### src/rtl/qspi_pkg.sv
package qspi_pkg;
  typedef enum logic [2:0] {
    ST_IDLE,
    ST_RD,
    ST_LOAD,
    ST_SHIFT,
    ST_WR,
    ST_GAP
  } seq_state_t;
endpackage

### src/rtl/qspi_ram.sv
// Simple dual-port array, registered read, suitable for block RAM inference.
module qspi_ram #(
  parameter int W     = 8,
  parameter int DEPTH = 16,
  parameter int AW    = $clog2(DEPTH)
) (
  input  logic          clk,
  input  logic          we,
  input  logic [AW-1:0] waddr,
  input  logic [W-1:0]  wdata,
  input  logic [AW-1:0] raddr,
  output logic [W-1:0]  rdata
);
  logic [W-1:0] mem [DEPTH];

  always_ff @(posedge clk) begin
    if (we) mem[waddr] <= wdata;
    rdata <= mem[raddr];
  end
endmodule

### src/rtl/qspi_shifter.sv
// Bit engine: one frame of DATA_W bits, 2*DATA_W sck edges.
module qspi_shifter #(
  parameter int DATA_W = 8,
  parameter int DIV_W  = 8
) (
  input  logic              clk,
  input  logic              rst,
  input  logic              load,
  input  logic              cpol,
  input  logic              cpha,
  input  logic              idle_pol,
  input  logic [DIV_W-1:0]  half,
  input  logic [DATA_W-1:0] tx_data,
  input  logic              miso,
  output logic              sck,
  output logic              mosi,
  output logic [DATA_W-1:0] rx_data,
  output logic              last_edge
);
  localparam int EDGES = 2 * DATA_W;
  localparam int EW    = $clog2(EDGES);

  logic              active;
  logic [DIV_W-1:0]  hc;
  logic [EW-1:0]     ecnt;
  logic [DATA_W-1:0] tx_sr;
  logic [DATA_W-1:0] rx_sr;
  logic              tick;
  logic              leading;
  logic              sample;

  assign tick      = active && (hc == half - 1'b1);
  assign leading   = (sck == cpol);
  assign sample    = leading ^ cpha;
  assign last_edge = tick && (ecnt == EW'(EDGES - 1));
  assign rx_data   = rx_sr;

  always_ff @(posedge clk) begin
    if (rst) begin
      active <= 1'b0;
      hc     <= '0;
      ecnt   <= '0;
      sck    <= 1'b0;
      mosi   <= 1'b0;
      tx_sr  <= '0;
      rx_sr  <= '0;
    end else if (load) begin
      active <= 1'b1;
      hc     <= '0;
      ecnt   <= '0;
      sck    <= cpol;
      if (cpha) begin
        tx_sr <= tx_data;
      end else begin
        mosi  <= tx_data[DATA_W-1];
        tx_sr <= {tx_data[DATA_W-2:0], 1'b0};
      end
    end else if (active) begin
      if (tick) begin
        hc   <= '0;
        sck  <= ~sck;
        ecnt <= ecnt + 1'b1;
        if (last_edge) active <= 1'b0;
        if (sample) begin
          rx_sr <= {rx_sr[DATA_W-2:0], miso};
        end else begin
          mosi  <= tx_sr[DATA_W-1];
          tx_sr <= {tx_sr[DATA_W-2:0], 1'b0};
        end
      end else begin
        hc <= hc + 1'b1;
      end
    end else begin
      sck <= idle_pol;
    end
  end
endmodule

### src/rtl/qspi_seq.sv
// Queue sequencer: walks entries, frames them, writes results, flags completion.
module qspi_seq
  import qspi_pkg::*;
#(
  parameter int SEL_W = 4,
  parameter int AW    = 4,
  parameter int DIV_W = 8,
  parameter int GAP_W = 8
) (
  input  logic             clk,
  input  logic             rst,
  input  logic             start,
  input  logic             done_clr,
  input  logic             irq_en,
  input  logic             cfg_cpol,
  input  logic             cfg_cpha,
  input  logic [DIV_W-1:0] cfg_half,
  input  logic [GAP_W-1:0] cfg_gap,
  input  logic [AW-1:0]    cfg_last,
  input  logic             last_edge,
  input  logic [SEL_W-1:0] cmd_sel,
  output logic             busy,
  output logic             done,
  output logic             irq,
  output logic             ss_n,
  output logic [SEL_W-1:0] pcs,
  output logic [AW-1:0]    idx,
  output logic             sh_load,
  output logic             rx_we,
  output logic             cpol_l,
  output logic             cpha_l,
  output logic [DIV_W-1:0] half_l,
  output logic             sck_idle
);
  seq_state_t       state;
  logic [GAP_W-1:0] gap_l;
  logic [GAP_W-1:0] gcnt;
  logic [AW-1:0]    last_l;
  logic             fin;
  logic             done_n;

  assign sh_load  = (state == ST_LOAD);
  assign rx_we    = (state == ST_WR);
  assign fin      = rx_we && (idx == last_l);
  assign done_n   = fin | (done & ~done_clr);
  assign sck_idle = busy ? cpol_l : cfg_cpol;

  always_ff @(posedge clk) begin
    if (rst) begin
      state  <= ST_IDLE;
      busy   <= 1'b0;
      done   <= 1'b0;
      irq    <= 1'b0;
      ss_n   <= 1'b1;
      pcs    <= '0;
      idx    <= '0;
      gcnt   <= '0;
      gap_l  <= '0;
      last_l <= '0;
      cpol_l <= 1'b0;
      cpha_l <= 1'b0;
      half_l <= DIV_W'(2);
    end else begin
      done <= done_n;
      irq  <= done_n & irq_en;
      unique case (state)
        ST_IDLE: begin
          if (start) begin
            busy   <= 1'b1;
            idx    <= '0;
            cpol_l <= cfg_cpol;
            cpha_l <= cfg_cpha;
            half_l <= (cfg_half < DIV_W'(2)) ? DIV_W'(2) : cfg_half;
            gap_l  <= cfg_gap;
            last_l <= cfg_last;
            state  <= ST_RD;
          end
        end
        ST_RD: state <= ST_LOAD;
        ST_LOAD: begin
          ss_n  <= 1'b0;
          pcs   <= cmd_sel;
          state <= ST_SHIFT;
        end
        ST_SHIFT: begin
          if (last_edge) state <= ST_WR;
        end
        ST_WR: begin
          ss_n <= 1'b1;
          if (fin) begin
            busy  <= 1'b0;
            state <= ST_IDLE;
          end else begin
            gcnt  <= gap_l;
            state <= ST_GAP;
          end
        end
        ST_GAP: begin
          if (gcnt == '0) begin
            idx   <= idx + 1'b1;
            state <= ST_RD;
          end else begin
            gcnt <= gcnt - 1'b1;
          end
        end
        default: state <= ST_IDLE;
      endcase
    end
  end
endmodule

### src/rtl/qspi_master.sv
module qspi_master #(
  parameter int DATA_W = 8,
  parameter int SEL_W  = 4,
  parameter int DEPTH  = 16,
  parameter int DIV_W  = 8,
  parameter int GAP_W  = 8
) (
  input  logic                     clk,
  input  logic                     rst,
  input  logic                     q_we,
  input  logic [$clog2(DEPTH)-1:0] q_addr,
  input  logic [DATA_W-1:0]        q_data,
  input  logic [SEL_W-1:0]         q_sel,
  input  logic [$clog2(DEPTH)-1:0] rx_addr,
  output logic [DATA_W-1:0]        rx_data,
  input  logic                     cfg_cpol,
  input  logic                     cfg_cpha,
  input  logic [DIV_W-1:0]         cfg_half,
  input  logic [GAP_W-1:0]         cfg_gap,
  input  logic [$clog2(DEPTH)-1:0] cfg_last,
  input  logic                     irq_en,
  input  logic                     start,
  input  logic                     done_clr,
  output logic                     busy,
  output logic                     done,
  output logic                     irq,
  output logic                     sck,
  output logic                     mosi,
  input  logic                     miso,
  output logic                     ss_n,
  output logic [SEL_W-1:0]         pcs
);
  localparam int AW    = $clog2(DEPTH);
  localparam int CMD_W = DATA_W + SEL_W;

  logic [CMD_W-1:0]  cmd_rdata;
  logic [AW-1:0]     idx;
  logic              sh_load;
  logic              rx_we;
  logic              cpol_l;
  logic              cpha_l;
  logic [DIV_W-1:0]  half_l;
  logic              sck_idle;
  logic              last_edge;
  logic [DATA_W-1:0] sh_rx;

  qspi_ram #(.W(CMD_W), .DEPTH(DEPTH), .AW(AW)) cmd_ram_i (
    .clk   (clk),
    .we    (q_we & ~busy),
    .waddr (q_addr),
    .wdata ({q_sel, q_data}),
    .raddr (idx),
    .rdata (cmd_rdata)
  );

  qspi_ram #(.W(DATA_W), .DEPTH(DEPTH), .AW(AW)) rx_ram_i (
    .clk   (clk),
    .we    (rx_we),
    .waddr (idx),
    .wdata (sh_rx),
    .raddr (rx_addr),
    .rdata (rx_data)
  );

  qspi_seq #(.SEL_W(SEL_W), .AW(AW), .DIV_W(DIV_W), .GAP_W(GAP_W)) seq_i (
    .clk       (clk),
    .rst       (rst),
    .start     (start),
    .done_clr  (done_clr),
    .irq_en    (irq_en),
    .cfg_cpol  (cfg_cpol),
    .cfg_cpha  (cfg_cpha),
    .cfg_half  (cfg_half),
    .cfg_gap   (cfg_gap),
    .cfg_last  (cfg_last),
    .last_edge (last_edge),
    .cmd_sel   (cmd_rdata[CMD_W-1:DATA_W]),
    .busy      (busy),
    .done      (done),
    .irq       (irq),
    .ss_n      (ss_n),
    .pcs       (pcs),
    .idx       (idx),
    .sh_load   (sh_load),
    .rx_we     (rx_we),
    .cpol_l    (cpol_l),
    .cpha_l    (cpha_l),
    .half_l    (half_l),
    .sck_idle  (sck_idle)
  );

  qspi_shifter #(.DATA_W(DATA_W), .DIV_W(DIV_W)) shifter_i (
    .clk       (clk),
    .rst       (rst),
    .load      (sh_load),
    .cpol      (cpol_l),
    .cpha      (cpha_l),
    .idle_pol  (sck_idle),
    .half      (half_l),
    .tx_data   (cmd_rdata[DATA_W-1:0]),
    .miso      (miso),
    .sck       (sck),
    .mosi      (mosi),
    .rx_data   (sh_rx),
    .last_edge (last_edge)
  );
endmodule

### config.mk
export PLATFORM = sky130hd
export DESIGN_NAME = qspi_master
export DESIGN_NICKNAME = d
export VERILOG_FILES = /design/src/rtl/qspi_pkg.sv /design/src/rtl/qspi_ram.sv /design/src/rtl/qspi_shifter.sv /design/src/rtl/qspi_seq.sv /design/src/rtl/qspi_master.sv
export SDC_FILE = /design/constraint.sdc
export NUM_CORES = 1
export LEC_CHECK = 0
export ABC_AREA = 1
export BUFFER_PORTS_ARGS = -buffer_cell sky130_fd_sc_hd__buf_2
export CAP_MARGIN = 30
export CORE_MARGIN = 3
export CORE_UTILIZATION = 58
export CTS_CLUSTER_DIAMETER = 100
export DETAILED_ROUTE_END_ITERATION = 6
export PLACE_DENSITY = 0.73
export SYNTH_ARGS = -nofsm -noshare
export SYNTH_HDL_FRONTEND = slang
export SYNTH_SLANG_ARGS = --single-unit
### constraint.sdc
create_clock -name clk -period 2.6 [get_ports clk]
set_input_delay 0.52 -clock clk [delete_from_list [all_inputs] [get_ports clk]]
set_output_delay 0.52 -clock clk [all_outputs]
set_load 0.02 [all_outputs]
==> results by group <==
Power and ir drop
  – Pwr/cell area: 828 nW/µm²
  – Peak supply drop: 0.691 mV
  – Pwr Total: 15.8 mW
  – P_leak: 7.10 nW

Setup path
  – Crit. End Element: flop
  – Crit path kind: reg2reg
  – CP arrival: 2.56 ns
  – Crit-path max FO: 16
  – Worst Path Required: 3.06 ns
  – Crit start category: flop

Layout
  – Most frequent cells in the layout: edfxtp_1 (320), nor2_1 (196), o21ai_0 (174), nand2_1 (142), nand3_1 (107)
  – Ant. Diodes: 0
  – FILL cells: 2032
  – Finished Layout Cells: 1983
  – Final #Nets: 1631
  – Fin util: 67.7%
  – Synth-to-layout area growth: 13.4%
  – Fraction of layout cells with a size suffix above 1: 12.3%
  – Most common cell after layout, fill and taps aside: edfxtp_1

Placed design
  – IO buf count: 66
  – Hpwl dp: 23800 µm
  – Cells after DPL: 1907
  – Final GP Congestion: 0.848

GRT
  – First-pass GRT wire length: 59400 µm
  – Number of global-route vias before repair: 10962
  – Initial antenna violation count: 0
  – Largest net degree at the start of global routing: 97
  – Global route overflow: 0
  – Total Routing Usage GR: 24.1%

Yosys
  – Post-Synth XOR/XNOR Area: 0.938%
  – Synth warn: 0
  – Compound-Gate Fraction of Synth Area: 11.2%
  – Largest family of logic cells by synthesized area: simple AND/OR/NAND/NOR gates
  – Mapped Area: 16800 µm²
  – Post-synthesis mux area share: 1.90%
  – Register area share after synthesis: 68.6%
  – Synth top area share: 57.1%
  – Cells after synthesis: 1487
  – Synth Register Bits: 416
  – Simple-gate share of the synthesized area: 12.7%
  – Avg Synthesized Cell Area: 11.3 µm²
  – Most area-hungry cell type in the Yosys netlist: edfxtp_1
  – Post-synth cell types: 39
  – Largest cells by area after synthesis: edfxtp_1 (57%), dfxtp_1 (11%), o21ai_0 (5.2%)
  – Synth Area in Adders: 0.670%
  – Syn_nets: 1545

Routing
  – Average wire per standard cell: 19.0 µm
  – Routed via count: 11508
  – Vias per cell: 5.80
  – Detailed-router iteration count before antenna repair: 5
  – Final ANT Viol Nets: 0
  – Overall routed net length: 37600 µm
  – First DRT Iteration DRCs: 1200
  – DRC violations left: 0

Outcome
  – Status: finished clean

CTS
  – Worst skew pair latency: 0.53 ns
  – Post-CTS Setup Bufs: 0
  – CTS HTree Levels: 2
  – Root buf cell: clkbuf_16
  – Post-CTS Hold Fix Bufs: 0
  – Clock buffer depth: 3
  – CTS buffer count: 42
  – TritonCTS clock tree: done
  – Clk pin slew, worst setup/hold paths: 0.06 ns
  – # resized after CTS: 0
  – Clk sinks: 416

STA
  – Fin. Hold Viols: 0
  – RSZ-0062 raised after global routing: false
  – Final worst-path cycle share: 80.8%
  – Max Clock Freq: 476 MHz
  – Fin crit period: 2.10 ns
  – Max-slew violations: 0
  – Setup_tns: 0 ns
  – Worst-margin pin slew: 0.809 ns
  – Final setup viols: 0
  – Relative slew slack: 46.0%
  – Setup Skew: 0.0236 ns

Floorplan
  – Die area: 31100 µm²
  – DIE HEIGHT: 176 µm
  – # rows: 61
  – CORE AREA: 28200 µm²
  – Die Wd: 176 µm
  – Initial Util: 59.7%
  – I/O pin cnt: 67

Min path
  – Hold WC Path Type: in2reg

Flow run
  – Max-cap violations: 0
## flip-flops by register name (all words and copies together) (netlist names), 3 cells and up
name and flops:
rx_ram_i.mem 128, shifter_i.rx_data 8, shifter_i.ecnt 4, seq_i.idx 4
shifter_i.hc 8, seq_i.gcnt 8, rx_ram_i.rdata 8, seq_i.gap_l 8
seq_i.pcs 4, seq_i.half_l 8, cmd_ram_i.rdata 12, seq_i.state 3
shifter_i.tx_sr 8, seq_i.last_l 4, cmd_ram_i.mem 192
## layer usage
layer / routed length [µm] / vias up / part of all wire, % / track usage [%]
met3: 2500 / 70 / 6.7 / 4.09
li1: - / 5492 / - / -
met4: 751 / 0 / 2.0 / 6.53
met2: 18700 / 408 / 50 / 40.4
met5: 0 / - / 0 / 0
met1: 15600 / 5538 / 42 / 33.0
## synth_stat cells (all sizes together)
cell type  instances
a31oi              3
o31ai              1
clkinv             5
buf               13
clkbuf            68
a211oi             8
mux2i             32
or3                1
edfxtp           320
o21ai            176
or2                1
xnor2             10
nand4             20
inv               89
nor3              15
nor4               3
o211ai            32
o22ai             49
nand3            108
nor3b              1
xor2               8
o21a               1
nand3b             2
nand2            145
a21oi             69
nor2             201
dfxtp             96
ha                 9
o32ai              1
## worst paths after layout
kind	cells past startpoint	end	startpoint	slack (ns)
max	16	shifter_i.mosi	seq_i.half_l[1]	0.50
min	3	seq_i.gap_l[6]	cfg_gap[6]	0.18
max reg2reg	16	shifter_i.mosi	seq_i.half_l[1]	0.50
min reg2reg	2	shifter_i.tx_sr[6]	shifter_i.tx_sr[6]	0.46
## critical path, cell delays in order (launching register included)
cell and delay (ns):
dfxtp_1 0.37, inv_1 0.06, ha_1 0.28, inv_1 0.05, nand2_1 0.06, nand2_1 0.06
nor2_1 0.13, nand2_1 0.06, nor2_1 0.10, nand2_1 0.09, nor2_4 0.13, nand2_4 0.14
nand2_4 0.19, nand3_1 0.11, nand2_1 0.08, inv_1 0.04, nor2_1 0.11
## logic make-up after synthesis
logic type	Yosys count
AND/OR/NAND/NOR	497
AO/OA/AOI/OAI	340
multiplexers	32
XOR/XNOR	18
adder cells (fa/ha/maj)	9
flip-flops	416
buffers and inverters	175
## per-stage QoR
stage          area [µm²]  hold slack (ns)  worst slack (ns)
6_report            19100            0.179             0.499
5_1_grt             19100            0.174             0.299
4_1_cts             19100            0.157             0.506
3_5_place_dp        17700            0.446             0.512
3_3_place_gp        17700            0.432             0.599
2_1_floorplan       16800            0.422             0.509
## final cells by class
class | instances | area, µm² | area share [%]
inverter | 94 | 353 | 1.85
sequential | 416 | 11500 | 60.5
tap | 378 | 473 | 2.48
clock buffer | 65 | 1230 | 6.44
timing repair buffer | 123 | 773 | 4.05
clock inverter | 11 | 106 | 0.558
multi-input combinational | 896 | 4610 | 24.2
## power by group
part | internal, mW | switching [mW]
combinational | 0.706 | 1.52
sequential | 7.48 | 0.263
clock | 3.44 | 2.38
total | 11.6 | 4.16
No activity file was read; power rests on OpenSTA's default activity.
